### src/rtl/lenCrcPkg.sv
package lenCrcPkg;

  typedef enum logic [3:0] {
    S_IDLE, T_IN, T_PAY, T_TLR, T_HDR, T_DONE,
    R_HDR_RD, R_HDR_CAP, R_CHECK, R_PAY_RD, R_PAY_CAP,
    R_OUT, R_TLR_RD, R_TLR_CAP, R_CMP, R_DONE
  } engState_t;

  typedef enum logic [1:0] {AS_HDR, AS_PAY, AS_TLR} addrSel_t;

  typedef struct packed {
    logic     start;
    logic     takeIn;
    logic     takeMem;
    logic     incCnt;
    logic     incIdx;
    logic     shiftLen;
    logic     shiftTlr;
    logic     flagLen;
    logic     flagCrc;
    addrSel_t addrSel;
  } dpStrobe_t;

  localparam logic [31:0] CRC_POLY_REV = 32'hEDB88320;
  localparam logic [31:0] CRC_SEED     = 32'hFFFFFFFF;

  function automatic logic [31:0] crcByte(input logic [31:0] c, input logic [7:0] b);
    logic [31:0] r;
    r = c ^ {24'h0, b};
    for (int k = 0; k < 8; k++) r = r[0] ? ((r >> 1) ^ CRC_POLY_REV) : (r >> 1);
    return r;
  endfunction

  function automatic logic [7:0] beByte(input logic [31:0] w, input logic [1:0] i);
    case (i)
      2'd0:    return w[31:24];
      2'd1:    return w[23:16];
      2'd2:    return w[15:8];
      default: return w[7:0];
    endcase
  endfunction

endpackage

### src/rtl/lenCrcDatapath.sv
module lenCrcDatapath
  import lenCrcPkg::*;
#(
  parameter int AW         = 8,
  parameter int AREA_BYTES = 32
) (
  input  logic            clk,
  input  logic            rstN,
  input  dpStrobe_t       st,
  input  logic [AW-1:0]   baseAddr,
  input  logic [1:0]      version,
  input  logic [7:0]      inData,
  input  logic [7:0]      memRdata,
  output logic [AW-1:0]   memAddr,
  output logic [7:0]      memWdata,
  output logic [7:0]      outData,
  output logic            idxLast,
  output logic            lenBad,
  output logic            payLast,
  output logic            trailerOn,
  output logic            rxLenErr,
  output logic            rxCrcErr,
  output logic [31:0]     rxLen
);

  localparam int HDR_BYTES = 4;
  localparam int TLR_BYTES = 4;
  localparam logic [31:0] MAX_PAY_PLAIN = 32'(AREA_BYTES - HDR_BYTES);
  localparam logic [31:0] MAX_PAY_CRC   = 32'(AREA_BYTES - HDR_BYTES - TLR_BYTES);

  logic [AW-1:0] baseQ;
  logic          trailerQ;
  logic [31:0]   crcQ, cntQ, lenQ, tlrQ;
  logic [1:0]    idxQ;
  logic [7:0]    dataQ;
  logic          lenErrQ, crcErrQ;
  logic [31:0]   crcFinal, maxPay;
  logic [AW-1:0] payAddr;

  assign crcFinal = ~crcQ;
  assign maxPay   = trailerQ ? MAX_PAY_CRC : MAX_PAY_PLAIN;
  assign payAddr  = baseQ + AW'(HDR_BYTES) + cntQ[AW-1:0];

  always_comb begin
    case (st.addrSel)
      AS_HDR: begin
        memAddr  = baseQ + AW'(idxQ);
        memWdata = beByte(cntQ, idxQ);
      end
      AS_PAY: begin
        memAddr  = payAddr;
        memWdata = dataQ;
      end
      default: begin
        memAddr  = payAddr + AW'(idxQ);
        memWdata = beByte(crcFinal, idxQ);
      end
    endcase
  end

  assign outData   = dataQ;
  assign idxLast   = (idxQ == 2'd3);
  assign lenBad    = (lenQ == 32'd0) || (lenQ > maxPay);
  assign payLast   = (cntQ == lenQ - 32'd1);
  assign trailerOn = trailerQ;
  assign rxLenErr  = lenErrQ;
  assign rxCrcErr  = crcErrQ;
  assign rxLen     = lenQ;

  always_ff @(posedge clk or negedge rstN) begin
    if (!rstN) begin
      baseQ    <= '0;
      trailerQ <= 1'b0;
      crcQ     <= CRC_SEED;
      cntQ     <= '0;
      idxQ     <= '0;
      lenQ     <= '0;
      tlrQ     <= '0;
      dataQ    <= '0;
      lenErrQ  <= 1'b0;
      crcErrQ  <= 1'b0;
    end else if (st.start) begin
      baseQ    <= baseAddr;
      trailerQ <= (version == 2'd3);
      crcQ     <= CRC_SEED;
      cntQ     <= '0;
      idxQ     <= '0;
      lenQ     <= '0;
      tlrQ     <= '0;
      lenErrQ  <= 1'b0;
      crcErrQ  <= 1'b0;
    end else begin
      if (st.takeIn) begin
        crcQ  <= crcByte(crcQ, inData);
        dataQ <= inData;
      end
      if (st.takeMem) begin
        crcQ  <= crcByte(crcQ, memRdata);
        dataQ <= memRdata;
      end
      if (st.incCnt)   cntQ    <= cntQ + 32'd1;
      if (st.incIdx)   idxQ    <= idxQ + 2'd1;
      if (st.shiftLen) lenQ    <= {lenQ[23:0], memRdata};
      if (st.shiftTlr) tlrQ    <= {tlrQ[23:0], memRdata};
      if (st.flagLen)  lenErrQ <= 1'b1;
      if (st.flagCrc)  crcErrQ <= (tlrQ != crcFinal);
    end
  end

  p_crc_only_v3_r9: assert property (@(posedge clk) disable iff (!rstN)
    crcErrQ |-> trailerQ);
  p_len_err_excl_r8: assert property (@(posedge clk) disable iff (!rstN)
    lenErrQ |-> !crcErrQ);

endmodule

### src/rtl/lenCrcControl.sv
module lenCrcControl
  import lenCrcPkg::*;
(
  input  logic      clk,
  input  logic      rstN,
  input  logic      txStart,
  input  logic      rxStart,
  input  logic      inValid,
  input  logic      inLast,
  input  logic      memGnt,
  input  logic      outReady,
  input  logic      idxLast,
  input  logic      lenBad,
  input  logic      payLast,
  input  logic      trailerOn,
  output dpStrobe_t st,
  output logic      inReady,
  output logic      memReq,
  output logic      memWe,
  output logic      outValid,
  output logic      outLast,
  output logic      txDone,
  output logic      rxDone,
  output logic      busy
);

  engState_t state, nxt;
  logic      lastSeenQ;

  always_ff @(posedge clk or negedge rstN) begin
    if (!rstN) begin
      state     <= S_IDLE;
      lastSeenQ <= 1'b0;
    end else begin
      state <= nxt;
      if (state == T_IN && inValid) lastSeenQ <= inLast;
    end
  end

  always_comb begin
    nxt        = state;
    st         = '0;
    st.addrSel = AS_HDR;
    inReady    = 1'b0;
    memReq     = 1'b0;
    memWe      = 1'b0;
    outValid   = 1'b0;
    txDone     = 1'b0;
    rxDone     = 1'b0;
    case (state)
      S_IDLE: begin
        if (txStart) begin
          st.start = 1'b1;
          nxt      = T_IN;
        end else if (rxStart) begin
          st.start = 1'b1;
          nxt      = R_HDR_RD;
        end
      end
      T_IN: begin
        inReady = 1'b1;
        if (inValid) begin
          st.takeIn = 1'b1;
          nxt       = T_PAY;
        end
      end
      T_PAY: begin
        memReq = 1'b1; memWe = 1'b1; st.addrSel = AS_PAY;
        if (memGnt) begin
          st.incCnt = 1'b1;
          if (lastSeenQ) nxt = trailerOn ? T_TLR : T_HDR;
          else           nxt = T_IN;
        end
      end
      T_TLR: begin
        memReq = 1'b1; memWe = 1'b1; st.addrSel = AS_TLR;
        if (memGnt) begin
          st.incIdx = 1'b1;
          if (idxLast) nxt = T_HDR;
        end
      end
      T_HDR: begin
        memReq = 1'b1; memWe = 1'b1; st.addrSel = AS_HDR;
        if (memGnt) begin
          st.incIdx = 1'b1;
          if (idxLast) nxt = T_DONE;
        end
      end
      T_DONE: begin
        txDone = 1'b1;
        nxt    = S_IDLE;
      end
      R_HDR_RD: begin
        memReq = 1'b1; st.addrSel = AS_HDR;
        if (memGnt) nxt = R_HDR_CAP;
      end
      R_HDR_CAP: begin
        st.shiftLen = 1'b1;
        st.incIdx   = 1'b1;
        nxt         = idxLast ? R_CHECK : R_HDR_RD;
      end
      R_CHECK: begin
        if (lenBad) begin
          st.flagLen = 1'b1;
          nxt        = R_DONE;
        end else begin
          nxt = R_PAY_RD;
        end
      end
      R_PAY_RD: begin
        memReq = 1'b1; st.addrSel = AS_PAY;
        if (memGnt) nxt = R_PAY_CAP;
      end
      R_PAY_CAP: begin
        st.takeMem = 1'b1;
        nxt        = R_OUT;
      end
      R_OUT: begin
        outValid = 1'b1;
        if (outReady) begin
          st.incCnt = 1'b1;
          if (payLast) nxt = trailerOn ? R_TLR_RD : R_DONE;
          else         nxt = R_PAY_RD;
        end
      end
      R_TLR_RD: begin
        memReq = 1'b1; st.addrSel = AS_TLR;
        if (memGnt) nxt = R_TLR_CAP;
      end
      R_TLR_CAP: begin
        st.shiftTlr = 1'b1;
        st.incIdx   = 1'b1;
        nxt         = idxLast ? R_CMP : R_TLR_RD;
      end
      R_CMP: begin
        st.flagCrc = 1'b1;
        nxt        = R_DONE;
      end
      R_DONE: begin
        rxDone = 1'b1;
        nxt    = S_IDLE;
      end
      default: nxt = S_IDLE;
    endcase
  end

  assign outLast = (state == R_OUT) && payLast;
  assign busy    = (state != S_IDLE);

  p_req_hold_r6: assert property (@(posedge clk) disable iff (!rstN)
    memReq && !memGnt |=> memReq && (memWe == $past(memWe)));
  p_done_pulse_r5: assert property (@(posedge clk) disable iff (!rstN)
    (txDone || rxDone) |=> !(txDone || rxDone));

endmodule

### src/rtl/lenCrcTop.sv
module lenCrcTop
  import lenCrcPkg::*;
#(
  parameter int AW         = 8,
  parameter int AREA_BYTES = 32
) (
  input  logic          clk,
  input  logic          rstN,
  input  logic [AW-1:0] baseAddr,
  input  logic [1:0]    version,
  input  logic          txStart,
  input  logic          inValid,
  output logic          inReady,
  input  logic [7:0]    inData,
  input  logic          inLast,
  output logic          txDone,
  input  logic          rxStart,
  output logic          outValid,
  input  logic          outReady,
  output logic [7:0]    outData,
  output logic          outLast,
  output logic          rxDone,
  output logic [31:0]   rxLen,
  output logic          rxLenErr,
  output logic          rxCrcErr,
  output logic          memReq,
  output logic          memWe,
  input  logic          memGnt,
  output logic [AW-1:0] memAddr,
  output logic [7:0]    memWdata,
  input  logic [7:0]    memRdata
);

  dpStrobe_t st;
  logic idxLast, lenBad, payLast, trailerOn, busy;

  lenCrcControl u_ctrl (
    .clk(clk), .rstN(rstN), .txStart(txStart), .rxStart(rxStart),
    .inValid(inValid), .inLast(inLast), .memGnt(memGnt), .outReady(outReady),
    .idxLast(idxLast), .lenBad(lenBad), .payLast(payLast), .trailerOn(trailerOn),
    .st(st), .inReady(inReady), .memReq(memReq), .memWe(memWe),
    .outValid(outValid), .outLast(outLast), .txDone(txDone), .rxDone(rxDone),
    .busy(busy)
  );

  lenCrcDatapath #(.AW(AW), .AREA_BYTES(AREA_BYTES)) u_dp (
    .clk(clk), .rstN(rstN), .st(st), .baseAddr(baseAddr), .version(version),
    .inData(inData), .memRdata(memRdata), .memAddr(memAddr), .memWdata(memWdata),
    .outData(outData), .idxLast(idxLast), .lenBad(lenBad), .payLast(payLast),
    .trailerOn(trailerOn), .rxLenErr(rxLenErr), .rxCrcErr(rxCrcErr), .rxLen(rxLen)
  );

  p_addr_hold_r6: assert property (@(posedge clk) disable iff (!rstN)
    memReq && !memGnt |=> memReq && $stable(memAddr) && $stable(memWdata));
  p_out_hold_r7: assert property (@(posedge clk) disable iff (!rstN)
    outValid && !outReady |=> outValid && $stable(outData) && $stable(outLast));
  p_len_err_silent_r8: assert property (@(posedge clk) disable iff (!rstN)
    rxLenErr |-> !outValid);
  p_done_quiet_r5: assert property (@(posedge clk) disable iff (!rstN)
    txDone |-> !memReq);
  p_idle_quiet_r10: assert property (@(posedge clk) disable iff (!rstN)
    !busy |-> !memReq && !outValid && !inReady);

endmodule

### config.mk
export PLATFORM = sky130hd
export DESIGN_NAME = lenCrcTop
export DESIGN_NICKNAME = d
export VERILOG_FILES = /design/src/rtl/lenCrcPkg.sv /design/src/rtl/lenCrcDatapath.sv /design/src/rtl/lenCrcControl.sv /design/src/rtl/lenCrcTop.sv
export SDC_FILE = /design/constraint.sdc
export NUM_CORES = 1
export LEC_CHECK = 0
export ABC_AREA = 1
export BUFFER_PORTS_ARGS = -buffer_cell sky130_fd_sc_hd__buf_2
export CAP_MARGIN = 20
export CELL_PAD_IN_SITES_DETAIL_PLACEMENT = 1
export CELL_PAD_IN_SITES_GLOBAL_PLACEMENT = 2
export CORE_UTILIZATION = 32
export CTS_CLUSTER_DIAMETER = 100
export DETAILED_ROUTE_END_ITERATION = 7
export PLACE_DENSITY = 0.81
export REMOVE_ABC_BUFFERS = 1
export SYNTH_ARGS = -nofsm -noshare
export SYNTH_HDL_FRONTEND = slang
export SYNTH_SLANG_ARGS = --single-unit
### constraint.sdc
create_clock -name clk -period 2.26 [get_ports clk]
set_input_delay 0.113 -clock clk [delete_from_list [all_inputs] [get_ports clk]]
set_output_delay 0.113 -clock clk [all_outputs]
set_load 0.03 [all_outputs]
==> summary.md <==
| Metric | Value |
|---|---|
| Vias post-DR | 14500 |
| Crit-path cells | nor2_4 > nand3_4 > nand2_4 > nor2_4 > buf_6 > nand2_1 > nand2_1 > buf_4 > fa_2 > nand2_2 > nor2_4 > nand3_1 > xnor2_2 > nand2_1 > nand2_2 > buf_6 |
| Cell count after placement | 2528 |
| Post-Synthesis Cell Area | 12100 sq um |
| DRC | 0 |
| Vert. Die Dim | 196 microns |
| Clock buffer depth | 2 |
| Critical Path RT | 2.15 ns |
| PnR worst setup slack | -0.866 ns |
| Overall power | 0.0364 W |
| CTS sink count | 154 |
| Failing checks | negative setup slack |
| Gr usage total | 0.302 |
| DRT antenna net count | 0 |
| Status | finished, violations left |
| P per Cell Area | 1920 nW/um^2 |
| Rows | 70 |
| Clk_lat worst skew | 0.48 ns |
| Max incr delay on CP | 0.46 ns |
| Root Buffer | clkbuf_16 |
| Crit path launch type | flip-flop |
| Routability congestion estimate | 0.923 |
| Post-Route Setup TNS | -26.29 ns |
| Worst vdd ir | 1.06 mV |
| Seq cells post-synth | 154 |
| Initial DRC Count | 795 |
| Initial Utilization | 0.328 |
| Max cap viols | 0 |
| Crit-path max FO | 5 |
| Routed WL per cell | 23.2 microns |
| Sequential cell area | 3910 sq um |
| Tcrit/Tclk final | 1.38 |
| Skew final | 0.0193 ns |
| Largest net degree at the start of global routing | 57 |
| Critical path class | reg -> out |
| CTS buffer count | 17 |
| Setup Viol. Count Final | 150 |
| P_leak | 8.91 nW |
| Ant diodes | 0 |
| Routed WL | 62200 microns |
| Core Area | 36900 sq um |
| H-tree depth reported by CTS | 4 |
| HPWL Detailed | 43300 microns |
| Critical path's slowest cell | dfrtp_2 |
| Grt ovf | 0 |
| Total die area | 38600 sq um |
| Syn. warnings | 0 |
| HP Class | in -> reg |
| CTS tree | done |
| Port bufs | 98 |
| Tmin final | 3.13 ns |
| Slew margin rel. | 0.547 |
| Area Overhead vs Synth | 56.3% |
| IO Count | 99 |
| Clk slew on worst S/H paths | 0.08 ns |
| Crit path DAT | 3.01 ns |
| Post-synthesis cell count | 1701 |
| Initial antenna violation count | 2 |
| Final Non-Filler Cells | 2684 |
| Post-layout util | 0.512 |
| Fill cells | 4420 |
| Fmax | 320 MHz |
| Delay-heaviest family, CP | simple AND/OR/NAND/NOR gates |
| Slew Limit Fails | 0 |
| Actual slew at the worst max-slew pin | 0.675 ns |
| Layout net count | 2225 |
| DR vias/cell | 5.39 |
| Die Width | 196 microns |
| Syn_area_per_cell | 7.11 sq um |
| RSZ-0062 raised after global routing | true |
| Area of the multi-input gates | 8640 sq um |
| First-pass GRT wire length | 87400 microns |
| Buffer and inverter count on the worst path | 3 |
| 1st-pass router iterations | 5 |
| Vias in the first global route | 14700 |
| Synth cell types | 62 |
| Share of cells above drive strength 1 | 0.398 |
| Final Hold Fails | 0 |
| Seq/Total Area, Yosys | 0.322 |
| Critical Path Sink Type | output pin |
[cell families (layout without fill, tap and decap cells)]
logic type                 count (synthesis)  after routing  share of synthesized area
AOI/OAI and AO/OA                        318            318                      0.153
xor gates and xnor gates                 166            166                      0.131
adders and majority gates                 24             24                     0.0261
buffers and inverters                    281            760                     0.0893
DFF                                      154            154                      0.322
muxes                                      2              2                    0.00166
and+or+nand+nor                          756            756                      0.277
[power breakdown]
group | internal (W) | switching, W
logic | 0.0117 | 0.0157
clock network | 0.00162 | 0.00152
registers | 0.00411 | 0.00178
[metrics by stage]
step	setup slack, ns	instance area, sq um	hold WS (ns)
2_1_floorplan	-1.25	11900	-0.183
3_3_place_gp	-0.495	15200	0.125
3_5_place_dp	-0.486	15200	0.130
4_1_cts	-0.745	17400	0.0301
5_1_grt	-0.975	18900	0.00505
6_report	-0.866	18900	0.00795
[synth_stat cells, drive strengths merged]
master | instances | area (sq um)
o21a | 3 | 22.5
o22ai | 63 | 394
nor2 | 165 | 676
clkinv | 4 | 15.0
nor4 | 16 | 115
ha | 22 | 275
inv | 228 | 856
a21oi | 51 | 255
dfstp | 32 | 841
fa | 2 | 40.0
o211a | 1 | 10.0
clkbuf | 33 | 124
dfrtp | 122 | 3050
o2111ai | 5 | 43.8
nand3b | 7 | 52.6
nand2b | 2 | 12.5
a211oi | 2 | 15.0
o2111a | 1 | 11.3
or2 | 15 | 93.9
nand4 | 32 | 221
mux2i | 2 | 20.0
nand3 | 85 | 430
nor3b | 2 | 15.0
o21ai | 149 | 753
buf | 16 | 85.1
a31oi | 5 | 31.3
nand2 | 403 | 1570
xor2 | 110 | 990
o21bai | 1 | 7.51
nor4b | 2 | 17.5
o221ai | 15 | 131
a32oi | 1 | 8.76
a21o | 2 | 15.0
and2 | 1 | 6.26
o32ai | 3 | 26.3
nor3 | 25 | 135
xnor2 | 56 | 596
a22o | 1 | 8.76
and3 | 1 | 6.26
o211ai | 15 | 113
[final timing paths]
| path | to | depth (start not counted) | from | slack, ns |
|---|---|---|---|---|
| setup / recovery | memAddr[6] | 16 | u_ctrl.state[3] | -0.87 |
| hold / removal | u_dp.rxLen[3] | 3 | memRdata[3] | 0.008 |
| setup reg to reg | u_dp.cntQ[19] | 18 | u_ctrl.state[3] | -0.51 |
| hold reg to reg | u_dp.rxLenErr | 2 | u_dp.rxLenErr | 0.50 |
| max in group asynchronous | u_dp.crcQ[12] | 3 | rstN | 1.18 |
| min in group asynchronous | u_dp.rxLen[17] | 2 | rstN | 0.19 |
[per-layer routing]
layer / track usage / wire (microns) / vias to the layer above
met2: 0.534 / 30800 / 499
met3: 0.0459 / 3090 / 218
met5: 0 / 11 / -
met1: 0.361 / 24600 / 7234
met4: 0.134 / 3730 / 2
li1: - / - / 6515
[final cells by class]
class                      count  area share
clock buffer                  18      0.0232
clock inverter                14     0.00900
sequential                   154       0.207
multi-input combinational   1266       0.457
timing repair buffer         496       0.222
inverter                     232      0.0485
tap                          504      0.0334
[placed cells by master (no fill, tap or decap), drive strengths merged, types with 23 or more instances in the layout]
master,Yosys,routed
a21oi,51,51
buf,16,465
clkbuf,33,23
dfrtp,122,122
dfstp,32,32
dlygate4sd3,0,24
inv,228,237
nand2,403,403
nand3,85,85
nand4,32,32
nor2,165,165
nor3,25,25
o21ai,149,149
o22ai,63,63
xnor2,56,56
xor2,110,110
[tightest hold or removal path: stages]
cell and delay, ns:
buf_2 0.15, nand2_8 0.11, o21ai_1 0.07
[registers in the layout, indices dropped and copies added (netlist names)]
| signal | cells |
|---|---|
| u_ctrl.state | 4 |
| u_dp.idxQ | 2 |
| u_dp.outData | 8 |
| u_dp.baseQ | 8 |
| u_dp.rxCrcErr | 1 |
| u_dp.cntQ | 32 |
| u_dp.trailerOn | 1 |
| u_dp.tlrQ | 32 |
| u_dp.rxLenErr | 1 |
| u_ctrl.lastSeenQ | 1 |
| u_dp.rxLen | 32 |
| u_dp.crcQ | 32 |
[repair_timing]
item,in CTS,in global routing
hold buffers,23,1
endpoints found under the setup margin,47,99
hold endpoints to repair,69,2
pin swaps,72,67
buffers inserted,52,50
resized for setup,235,274
gates cloned,3,5
(Power assumes the default switching activity.)
